File: config.mk
export PLATFORM = sky130hd
export DESIGN_NAME = dp_alu_unit
export DESIGN_NICKNAME = d
export VERILOG_FILES = /design/src/rtl/dp_alu_pkg.sv /design/src/rtl/dp_alu_opgate.sv /design/src/rtl/dp_alu_fn.sv /design/src/rtl/dp_alu_unit.sv
export SDC_FILE = /design/constraint.sdc
export NUM_CORES = 1
export LEC_CHECK = 0
export ABC_AREA = 1
export ABC_CLOCK_PERIOD_IN_PS = 3500
export BUFFER_PORTS_ARGS = -buffer_cell sky130_fd_sc_hd__buf_4
export CELL_PAD_IN_SITES_DETAIL_PLACEMENT = 0
export CELL_PAD_IN_SITES_GLOBAL_PLACEMENT = 1
export CORE_MARGIN = 2
export CORE_UTILIZATION = 37
export DETAILED_ROUTE_END_ITERATION = 16
export PLACE_DENSITY_LB_ADDON = 0.1
export SLEW_MARGIN = 10
export SYNTH_ARGS = -nofsm -noshare
export SYNTH_HDL_FRONTEND = slang
export SYNTH_HIERARCHICAL = 1
export SYNTH_SLANG_ARGS = --single-unit
File: constraint.sdc
create_clock -name clk -period 3.5 [get_ports clk]
set_clock_uncertainty 0.1 [all_clocks]
set_input_delay 0.525 -clock clk [delete_from_list [all_inputs] [get_ports clk]]
set_output_delay 0.525 -clock clk [all_outputs]
set_load 0.01 [all_outputs]
File: src/rtl/dp_alu_pkg.sv
package dp_alu_pkg;
    localparam int CTL_W = 6;

    typedef enum logic [1:0] {
        FN_AND  = 2'b00,
        FN_OR   = 2'b01,
        FN_NOTB = 2'b10,
        FN_ADD  = 2'b11
    } alu_fn_e;

    typedef struct packed {
        alu_fn_e fn;
        logic    use_a;
        logic    use_b;
        logic    neg_a;
        logic    carry_in;
    } alu_ctl_t;

    typedef struct packed {
        logic n;
        logic z;
    } alu_flags_t;
endpackage

File: src/rtl/dp_alu_opgate.sv
module dp_alu_opgate #(
    parameter int W = 32
) (
    input  logic         use_a,
    input  logic         use_b,
    input  logic         neg_a,
    input  logic [W-1:0] a_in,
    input  logic [W-1:0] b_in,
    output logic [W-1:0] a_out,
    output logic [W-1:0] b_out
);
    logic [W-1:0] a_gated;

    always_comb begin
        a_gated = use_a ? a_in : '0;
        a_out   = neg_a ? ~a_gated : a_gated;
        b_out   = use_b ? b_in : '0;
    end

    // a disabled B operand reaches the function unit as zero
    always_comb begin
        if (!use_b) p_b_gated_r2: assert (b_out == '0);
    end
endmodule

File: src/rtl/dp_alu_fn.sv
module dp_alu_fn
    import dp_alu_pkg::*;
#(
    parameter int W = 32
) (
    input  alu_fn_e      fn,
    input  logic         carry_in,
    input  logic [W-1:0] a,
    input  logic [W-1:0] b,
    output logic [W-1:0] y
);
    logic [W-1:0] sum;

    always_comb begin
        sum = a + b + {{(W-1){1'b0}}, carry_in};
        unique case (fn)
            FN_AND:  y = a & b;
            FN_OR:   y = a | b;
            FN_NOTB: y = ~b;
            FN_ADD:  y = sum;
            default: y = '0;
        endcase
    end

    // the logic functions do not see carry_in
    always_comb begin
        if (fn == FN_OR)   p_or_no_inc_r6:   assert (y == (a | b));
        if (fn == FN_AND)  p_and_no_inc_r6:  assert (y == (a & b));
        if (fn == FN_NOTB) p_notb_no_inc_r6: assert (y == ~b);
    end
endmodule

File: src/rtl/dp_alu_unit.sv
module dp_alu_unit
    import dp_alu_pkg::*;
#(
    parameter int W = 32
) (
    input  logic             clk,
    input  logic             rst,
    input  logic [CTL_W-1:0] ctl,
    input  logic [W-1:0]     opnd_a,
    input  logic [W-1:0]     opnd_b,
    output logic [W-1:0]     result,
    output logic             flag_n_q,
    output logic             flag_z_q
);
    localparam int MSB = W - 1;

    alu_ctl_t     ctl_s;
    logic [W-1:0] a_op;
    logic [W-1:0] b_op;
    logic [W-1:0] y;
    alu_flags_t   flags_d;
    alu_flags_t   flags_q;

    assign ctl_s = alu_ctl_t'(ctl);

    dp_alu_opgate #(.W(W)) i_gate (
        .use_a (ctl_s.use_a),
        .use_b (ctl_s.use_b),
        .neg_a (ctl_s.neg_a),
        .a_in  (opnd_a),
        .b_in  (opnd_b),
        .a_out (a_op),
        .b_out (b_op)
    );

    dp_alu_fn #(.W(W)) i_fn (
        .fn       (ctl_s.fn),
        .carry_in (ctl_s.carry_in),
        .a        (a_op),
        .b        (b_op),
        .y        (y)
    );

    always_comb begin
        flags_d   = flags_q;
        flags_d.n = y[MSB];
        flags_d.z = (y == '0);
        if (rst) flags_d = '0;
    end

    always_ff @(posedge clk) begin
        flags_q <= flags_d;
    end

    assign result   = y;
    assign flag_n_q = flags_q.n;
    assign flag_z_q = flags_q.z;

    // registered flags follow the previous cycle's result
    p_flags_follow_r8: assert property (@(posedge clk) disable iff (rst)
        !$past(rst) |-> (flag_n_q == $past(result[MSB]))
                        && (flag_z_q == ($past(result) == '0)));

    // reset clears both flags
    p_reset_clears_r9: assert property (@(posedge clk)
        $past(rst) |-> (!flag_n_q && !flag_z_q));

    // add of two disabled operands with carry gives one
    always_comb begin
        if (ctl == 6'b110001) p_inc_one_r7: assert (result == 1);
        if (ctl == 6'b010001) p_or_zero_r6: assert (result == '0);
    end
endmodule

After elaboration in Yosys (flattened, before gate mapping)
Index checks and enable logic that the tools add are counted.
{ "word_totals": {"reg_bits": 2} }
{ "classes": {"add_sub_neg": 2, "n_eq_ne": 3, "muxes": 4, "n_bitwise": 4, "n_reduce_logical": 2} }
{ "op_table": {"columns": ["op", "n"], "rows": [
  ["32-bit case mux with 4 select lines", 1],
  ["32-bit two-way mux", 3],
  ["32-bit NOT", 2],
  ["32-bit by 1-bit adder with 32-bit output", 1],
  ["32-bit adder", 1],
  ["32-bit bitwise AND", 1],
  ["32-bit logical NOT", 1],
  ["32-bit bitwise OR", 1],
  ["2-bit == test (second input constant)", 2],
  ["2-bit by 1-bit == test with 1-bit output (second input constant)", 1],
  ["2-bit logical NOT", 1]
]} }

Longest topological paths before layout
Gate-level depths: netlist (run 1).
{ "depth": {"word_depth": 7, "mapped_depth": 23} }

Hierarchy
Netlist (run 1), hierarchy kept.
{ "by_module_without_submodules": {"columns": ["module", "n_inst", "cells_each", "area_each_um2", "seq_area_each_um2"], "rows": [
  ["dp_alu_fn", 1, 758, 3966.3, 0.0],
  ["dp_alu_opgate", 1, 210, 920.9, 0.0],
  ["dp_alu_unit", 1, 35, 173.9, 40.0]
]} }

Worst setup path after synthesis (run 1)
OpenSTA, ideal clock, no wires.
{ "synth_path": {"path_type": "in2out", "startpoint": "in ctl[3]", "endpoint": "out result[24]", "arrival_ns": 2.684, "required_time_ns": 2.875, "setup_slack_ns": 0.191, "cell_stages": 17, "cell_sequence": "buf_6 -> buf_6 -> nand3_1 -> nand2_1 -> fa_1 -> fa_1 -> nand3_1 -> nand3_1 -> nand2_1 -> nand2_1 -> nand2_1 -> nand2_2 -> nand2_1 -> nand2_1 -> nand2_1 -> nand3_1 -> nand4_1"} }
{ "synth_between": {"elab_chain_len": 6} }
{ "synth_lines": {"columns": ["element", "line_no", "text"], "rows": [
  ["start: declaration", "dp_alu_unit.sv:8", "input logic [CTL_W-1:0] ctl,"],
  ["32-bit two-way mux *", "dp_alu_opgate.sv:15", "a_gated = use_a ? a_in : '0;"],
  ["32-bit NOT", "dp_alu_opgate.sv:16", "a_out = neg_a ? ~a_gated : a_gated;"],
  ["32-bit two-way mux *", "dp_alu_opgate.sv:16", null],
  ["net a_op[0]", "dp_alu_unit.sv:18", "logic [W-1:0] a_op;"],
  ["32-bit adder *", "dp_alu_fn.sv:15", "sum = a + b + {{(W-1){1'b0}}, carry_in};"],
  ["32-bit by 1-bit adder with 32-bit output *", "dp_alu_fn.sv:15", null],
  ["32-bit case mux with 4 select lines *", "dp_alu_fn.sv:16", "unique case (fn)"],
  ["end: declaration", "dp_alu_unit.sv:11", "output logic [W-1:0] result,"]
]} }
Mark *: on every way through the listed nets, which the timed path passes. The rest lies on a longest branch.

Worst setup path in the final report (run 1)
{ "layout_path": {"startpoint": "in ctl[3]", "endpoint": "out result[29]"} }
Same word-level chain as after synthesis.

==> impl_summary.log, run 1 <==
[metrics] GPL Wtd Cong: 0.906
[metrics] maximum clock frequency: 0.298 GHz
[metrics] number of remaining DRC errors: 0
[metrics] result of the run: finished, final reports clean
[metrics] routed via count: 6120
[metrics] cts bufs inserted: 3
[metrics] total iterations of the first detailed-routing run: 5
[metrics] Worst Path Required: 2870 ps
[metrics] number of DRC markers in iteration 0: 276
[metrics] post-route core utilization: 52.3%
[metrics] min cycle time layout: 3360 ps
[metrics] cell at the root of the clock tree: clkbuf_16
[metrics] layout cells sized above 1: 28.8%
[metrics] worst setup path endpoint: result[29]
[metrics] Critical Path Max Stage Delay: 330 ps
[metrics] flops & latches, synth: 2
[metrics] Max rail drop VDD: 0.000144 V
[metrics] I/O pin count: 106
[metrics] Synthesized Nets: 1141
[metrics] commonest non-fill, non-tap cell in the layout: nand2_1
[metrics] sequential cell area fraction in the yosys report: 0.791%
[metrics] total congestion overflow: 0
[metrics] RSZ-0062 raised after global routing: true
[metrics] beginning of the worst hold path: rst
[metrics] Initial Util: 38.1%
[metrics] sort of element at the start of the critical path: primary input
[metrics] Worst path most repeated cell: nand2_1
[metrics] die outline height: 121 µm
[metrics] ratio of routed vias to standard cells: 4.60
[metrics] Worst Path Arrival: 2740 ps
[metrics] number of distinct library cell variants in the gate-level netlist after synthesis: 36
[metrics] Max Fanout on Critical Path: 6
[metrics] aggregate negative setup slack: 0 ps
[metrics] Slowest-stage cell, CP: ha_1
[metrics] number of hold violations in the final report: 0
[metrics] aggregate routed wire length: 16700 µm
[metrics] Post-Place Cell Area: 0.00639 mm²
[metrics] # nets final: 1295
[metrics] number of synthesis warnings: 6
[metrics] clock tree from TritonCTS: done
[metrics] placeable core area: 0.0133 mm²
[metrics] Buffers on Ports: 105
[metrics] worst path cell trace: buf_4 > buf_6 > buf_4 > nand2_1 > nand2_1 > nand2_2 > inv_1 > ha_1 > nand2_1 > nand2_1 > nand3_1 > nand2_2 > nand2_2 > nand2_4 > nand2_2 > nand2_1 > nand2_1 > nand3_2 > a21oi_4 > buf_4
[metrics] cts-stage hold buffer count: 0
[metrics] worst slew margin relative to its limit: 66.2%
[metrics] Tot GR Track Use: 22.0%
[metrics] non-filler cells in the finished layout: 1331
[metrics] Leakage: 4.10 nW
[metrics] post-route antenna net violation count: 0
[metrics] final worst-path cycle share: 96.0%
[metrics] max-capacitance violation count: 0
[metrics] first-pass GRT wire length: 26600 µm
[metrics] total power per unit cell area: 186 mW/mm²
[metrics] category of the worst setup path capture point: output port
[metrics] number of rows created at floorplan: 42
[metrics] register cell area after layout: 40.0 µm²
[metrics] buffer depth of the longest clock path: 2
[metrics] design area: 0.00695 mm²
[metrics] critical setup path kind: in -> out
[metrics] most frequent cells in the layout: nand2_1 (388), inv_1 (196), buf_4 (169)
[metrics] Antenna diodes: 0
[metrics] synthesis-to-finish area growth: 37.4%
[metrics] placed wire-length estimate after detailed placement: 13400 µm
[metrics] timing startpoint of the critical path: ctl[3]
[metrics] actual transition at the worst max-transition pin: 507 ps
[metrics] Post-Syn Area: 0.00506 mm²
[metrics] number of pins with negative max-slew slack in the final report: 0
[metrics] post-detailed-route wirelength per cell: 12.5 µm
[metrics] antenna violations before repair: 0
[metrics] kind of path behind the tightest hold check: in -> reg
[metrics] synthesized area per cell: 5.05 µm²
[metrics] die area: 0.0146 mm²
[metrics] pin count of the biggest net entering global routing: 34
[metrics] Inst Count DP: 1323
[metrics] clock input transition at the sequential cells of the worst setup and hold paths: 30 ps
[metrics] x dimension of the die: 121 µm
[metrics] deepest level of the CTS H-tree: 1
[metrics] Sink Count: 2
[metrics] count of endpoints failing setup in the final report: 0
[metrics] via count of the first global-routing pass: 5629
[metrics] gate count after technology mapping: 1003
[metrics] Multi-input gate area: 0.00440 mm²
[metrics] post-layout power: 1.30 mW
[metrics] fill count: 1510
[cell usage after synthesis (all sizes together)]
cell type | instances | area, µm²
nand2 | 428 | 1690
inv | 212 | 798
nand3 | 86 | 480
nor2 | 70 | 290
ha | 64 | 801
a21oi | 31 | 181
or2 | 24 | 150
buf | 19 | 163
nand4 | 19 | 119
o2111ai | 14 | 123
clkbuf | 9 | 33.8
o21ai | 7 | 35.0
nor3 | 5 | 41.3
a211oi | 3 | 22.5
nand3b | 3 | 22.5
clkinv | 2 | 12.5
dfxtp | 2 | 40.0
fa | 2 | 40.0
a21o | 1 | 7.51
and2 | 1 | 6.26
o21bai | 1 | 7.51
[state kept, by name, summed over array words and instances, names as in the netlist]
register  flops
flag_n_q      1
flag_z_q      1
[area by class of cell]
class / count / area share, %
sequential: 2 / 0.576
inverter: 214 / 11.7
timing repair buffer: 177 / 20.2
multi-input combinational: 759 / 63.3
tap: 176 / 3.17
clock buffer: 3 / 1.08
[worst max-delay path, delay by kind of cell]
| family | cells | cell delay [ps] |
|---|---|---|
| AOI/OAI and AO/OA | 1 | 190 |
| adders and majority gates | 1 | 330 |
| buffers and inverters | 5 | 630 |
| and+or+nand+nor | 13 | 1060 |
[how the worst min path moves through the flow]
stage / cells past startpoint / slack, ps / to
floorplan: 1 / 500 / flag_n_q$_SDFF_PP0_
global placement: 2 / 600 / flag_n_q$_SDFF_PP0_
detailed placement: 2 / 610 / flag_n_q$_SDFF_PP0_
CTS: 2 / 380 / flag_n_q$_SDFF_PP0_
global route: 2 / 390 / flag_n_q$_SDFF_PP0_
finish: 2 / 380 / flag_n_q$_SDFF_PP0_
[cells by family (layout without fill, tap and decap cells)]
| kind of cell | count (synthesis) | after routing | synth area share [%] |
|---|---|---|---|
| AO/OA/AOI/OAI | 57 | 57 | 7.44 |
| adder cells (fa/ha/maj) | 66 | 66 | 16.6 |
| buffers and inverters | 242 | 394 | 19.9 |
| flip-flops | 2 | 2 | 0.791 |
| AND/OR/NAND/NOR | 636 | 636 | 55.3 |
[power breakdown]
group	switching [mW]	internal, mW	leakage, nW
clock network	0.0304	0.146	0.0370
registers	0.000537	0.0240	0.0164
logic	0.611	0.485	4.05
total	0.642	0.654	4.10
[what timing repair did]
item                                    CTS  global route
endpoints found under the setup margin    5            29
pin swaps                                 0            13
gates cloned                              0             2
gates resized for setup                   2            81
buffers inserted                          0             3
[layer usage]
metal	share of wire [%]	up-vias	GRT usage (%)
li1	-	3344	-
met1	51	2682	31.8
met2	46	92	37.1
met3	3.2	2	1.17
met4	0.15	0	1.96
met5	0	-	0
[metrics by stage]
stage	setup WS (ps)	hold WS (ps)
2_1_floorplan	191	496
3_3_place_gp	-179	604
3_5_place_dp	-158	607
4_1_cts	16.2	377
5_1_grt	-33.5	391
6_report	139	379
Note: power is estimated with default switching activity, not from simulation.
==> inputs of run 2 (changes only) <==
--- a/config.mk
+++ b/config.mk
@@ -8,12 +8,14 @@
 export ABC_AREA = 1
 export ABC_CLOCK_PERIOD_IN_PS = 3500
 export BUFFER_PORTS_ARGS = -buffer_cell sky130_fd_sc_hd__buf_4
+export CAP_MARGIN = 20
 export CELL_PAD_IN_SITES_DETAIL_PLACEMENT = 0
 export CELL_PAD_IN_SITES_GLOBAL_PLACEMENT = 1
 export CORE_MARGIN = 2
 export CORE_UTILIZATION = 37
 export DETAILED_ROUTE_END_ITERATION = 16
 export PLACE_DENSITY_LB_ADDON = 0.1
+export SETUP_SLACK_MARGIN = 0.3
 export SLEW_MARGIN = 10
 export SYNTH_ARGS = -nofsm -noshare
 export SYNTH_HDL_FRONTEND = slang
==> run 2 against run 1 <==
Against the previous run: wire length is 0.40% higher; sequential power is essentially flat; clock power shrank 3%; flip-flop and latch count did not move; fmax rose by 2.0%; critical path depth fell by 7; hold slack is essentially flat; die area is the same; power is 7.6% higher; sequential share of layout area barely moved; cell area increased by 6.4%; largest cell class unchanged; largest power group unchanged; highest routed layer unchanged.
==> impl_summary.log, run 2 (synthesis gave the netlist of run 1 again) <==
[metrics] result of the run: finished, final reports clean
[metrics] pin count of the biggest net entering global routing: 41
[metrics] Initial Util: 38.1%
[metrics] die outline height: 121 µm
[metrics] Worst Path Required: 2870 ps
[metrics] design area: 0.00740 mm²
[metrics] Inst Count DP: 1301
[metrics] Sink Count: 2
[metrics] cell at the root of the clock tree: clkbuf_16
[metrics] I/O pin count: 106
[metrics] number of DRC markers in iteration 0: 283
[metrics] aggregate routed wire length: 16700 µm
[metrics] Leakage: 4.18 nW
[metrics] post-detailed-route wirelength per cell: 12.7 µm
[metrics] Multi-input gate area: 0.00489 mm²
[metrics] buffer depth of the longest clock path: 2
[metrics] die area: 0.0146 mm²
[metrics] first-pass GRT wire length: 26200 µm
[metrics] min cycle time layout: 3300 ps
[metrics] aggregate negative setup slack: 0 ps
[metrics] clock tree from TritonCTS: done
[metrics] deepest level of the CTS H-tree: 1
[metrics] routed via count: 6094
[metrics] Max rail drop VDD: 0.000220 V
[metrics] Critical Path Max Stage Delay: 450 ps
[metrics] worst path cell trace: buf_12 > inv_8 > nand3_2 > nand2_2 > fa_2 > fa_2 > nand3_2 > nand3_4 > buf_4 > or2_2 > nand3_1 > o2111ai_2 > buf_4
[metrics] fill count: 1470
[metrics] x dimension of the die: 121 µm
[metrics] number of rows created at floorplan: 42
[metrics] via count of the first global-routing pass: 5604
[metrics] Max Fanout on Critical Path: 5
[metrics] Post-Place Cell Area: 0.00626 mm²
[metrics] GPL Wtd Cong: 0.904
[metrics] placeable core area: 0.0133 mm²
[metrics] kind of path behind the tightest hold check: in -> reg
[metrics] non-filler cells in the finished layout: 1319
[metrics] number of remaining DRC errors: 0
[metrics] clock input transition at the sequential cells of the worst setup and hold paths: 30 ps
[metrics] ratio of routed vias to standard cells: 4.62
[metrics] antenna violations before repair: 0
[metrics] commonest non-fill, non-tap cell in the layout: nand2_1
[metrics] Worst Path Arrival: 2670 ps
[metrics] worst setup path endpoint: result[4]
[metrics] total congestion overflow: 0
[metrics] post-layout power: 1.40 mW
[metrics] maximum clock frequency: 0.303 GHz
[metrics] total power per unit cell area: 189 mW/mm²
[metrics] Antenna diodes: 0
[metrics] count of endpoints failing setup in the final report: 0
[metrics] placed wire-length estimate after detailed placement: 13100 µm
[metrics] worst slew margin relative to its limit: 63.1%
[metrics] final worst-path cycle share: 94.2%
[metrics] Buffers on Ports: 105
[metrics] Hold Slack: 379 ps
[metrics] critical setup path kind: in -> out
[metrics] cts bufs inserted: 3
[metrics] number of pins with negative max-slew slack in the final report: 0
[metrics] sort of element at the start of the critical path: primary input
[metrics] max-capacitance violation count: 0
[metrics] Tot GR Track Use: 21.6%
[metrics] # nets final: 1283
[metrics] category of the worst setup path capture point: output port
[metrics] cts-stage hold buffer count: 0
[metrics] most frequent cells in the layout: nand2_1 (345), inv_1 (192), buf_4 (151)
[metrics] number of hold violations in the final report: 0
[metrics] register cell area after layout: 40.0 µm²
[metrics] post-route antenna net violation count: 0
[metrics] synthesis-to-finish area growth: 46.2%
[metrics] RSZ-0062 raised after global routing: true
[metrics] actual transition at the worst max-transition pin: 552 ps
[metrics] timing startpoint of the critical path: ctl[1]
[metrics] total iterations of the first detailed-routing run: 7
[metrics] layout cells sized above 1: 35.3%
[metrics] Slowest-stage cell, CP: fa_2
-- run 2: cell types whose count changed in the layout (fill, tap and decap cells not counted), sizes merged --
cell	delta
buf	-11
clkbuf	-1
-- run 2: metrics by stage --
step                      utilization [%]  setup WS (ps)
final                                55.7            203
after CTS                            51.7            263
after global routing                 55.7           87.5
after floorplan                         -            315
after detailed placement             47.1          -55.8
after global placement               47.1          -92.3
-- run 2: worst min-delay path by stage --
stage,from,to,slack [ps],cells after the start
finish,rst,flag_n_q$_SDFF_PP0_,380,2
global route,rst,flag_n_q$_SDFF_PP0_,380,2
CTS,rst,flag_n_q$_SDFF_PP0_,380,2
detailed placement,rst,flag_n_q$_SDFF_PP0_,600,2
global placement,rst,flag_n_q$_SDFF_PP0_,600,2
floorplan,rst,flag_n_q$_SDFF_PP0_,500,1
-- run 2: worst max-delay path, delay by kind of cell --
family / cells / cell delay (ps)
simple gates: 6 / 690
compound gates: 1 / 130
buf+inv: 4 / 450
fa+ha+maj: 2 / 870
-- run 2: final cells by class --
type / instances / share of cell area (%)
sequential: 2 / 0.541
inverter: 214 / 11.1
clock buffer: 3 / 1.01
tap: 176 / 2.98
timing repair buffer: 165 / 18.3
multi-input combinational: 759 / 66.1
-- run 2: where the power goes --
group	switching, mW	internal [mW]
logic	0.667	0.533
registers	0.000542	0.0240
clock network	0.0257	0.145
total	0.693	0.703
-- run 2: routing by layer --
metal  GRT usage [%]  share of wire, %  vias to the layer above
met3            1.32               3.2                        6
li1                -                 -                     3326
met2            37.6                47                      100
met5               0                 0                        -
met1            30.7                49                     2662
met4            1.38              0.99                        0
-- run 2: timing repair --
item                                    CTS  global route
endpoints found under the setup margin   28            27
pin swaps                                18            41
gates cloned                              0             2
buffers inserted                          5             8
resized for setup                        83           114
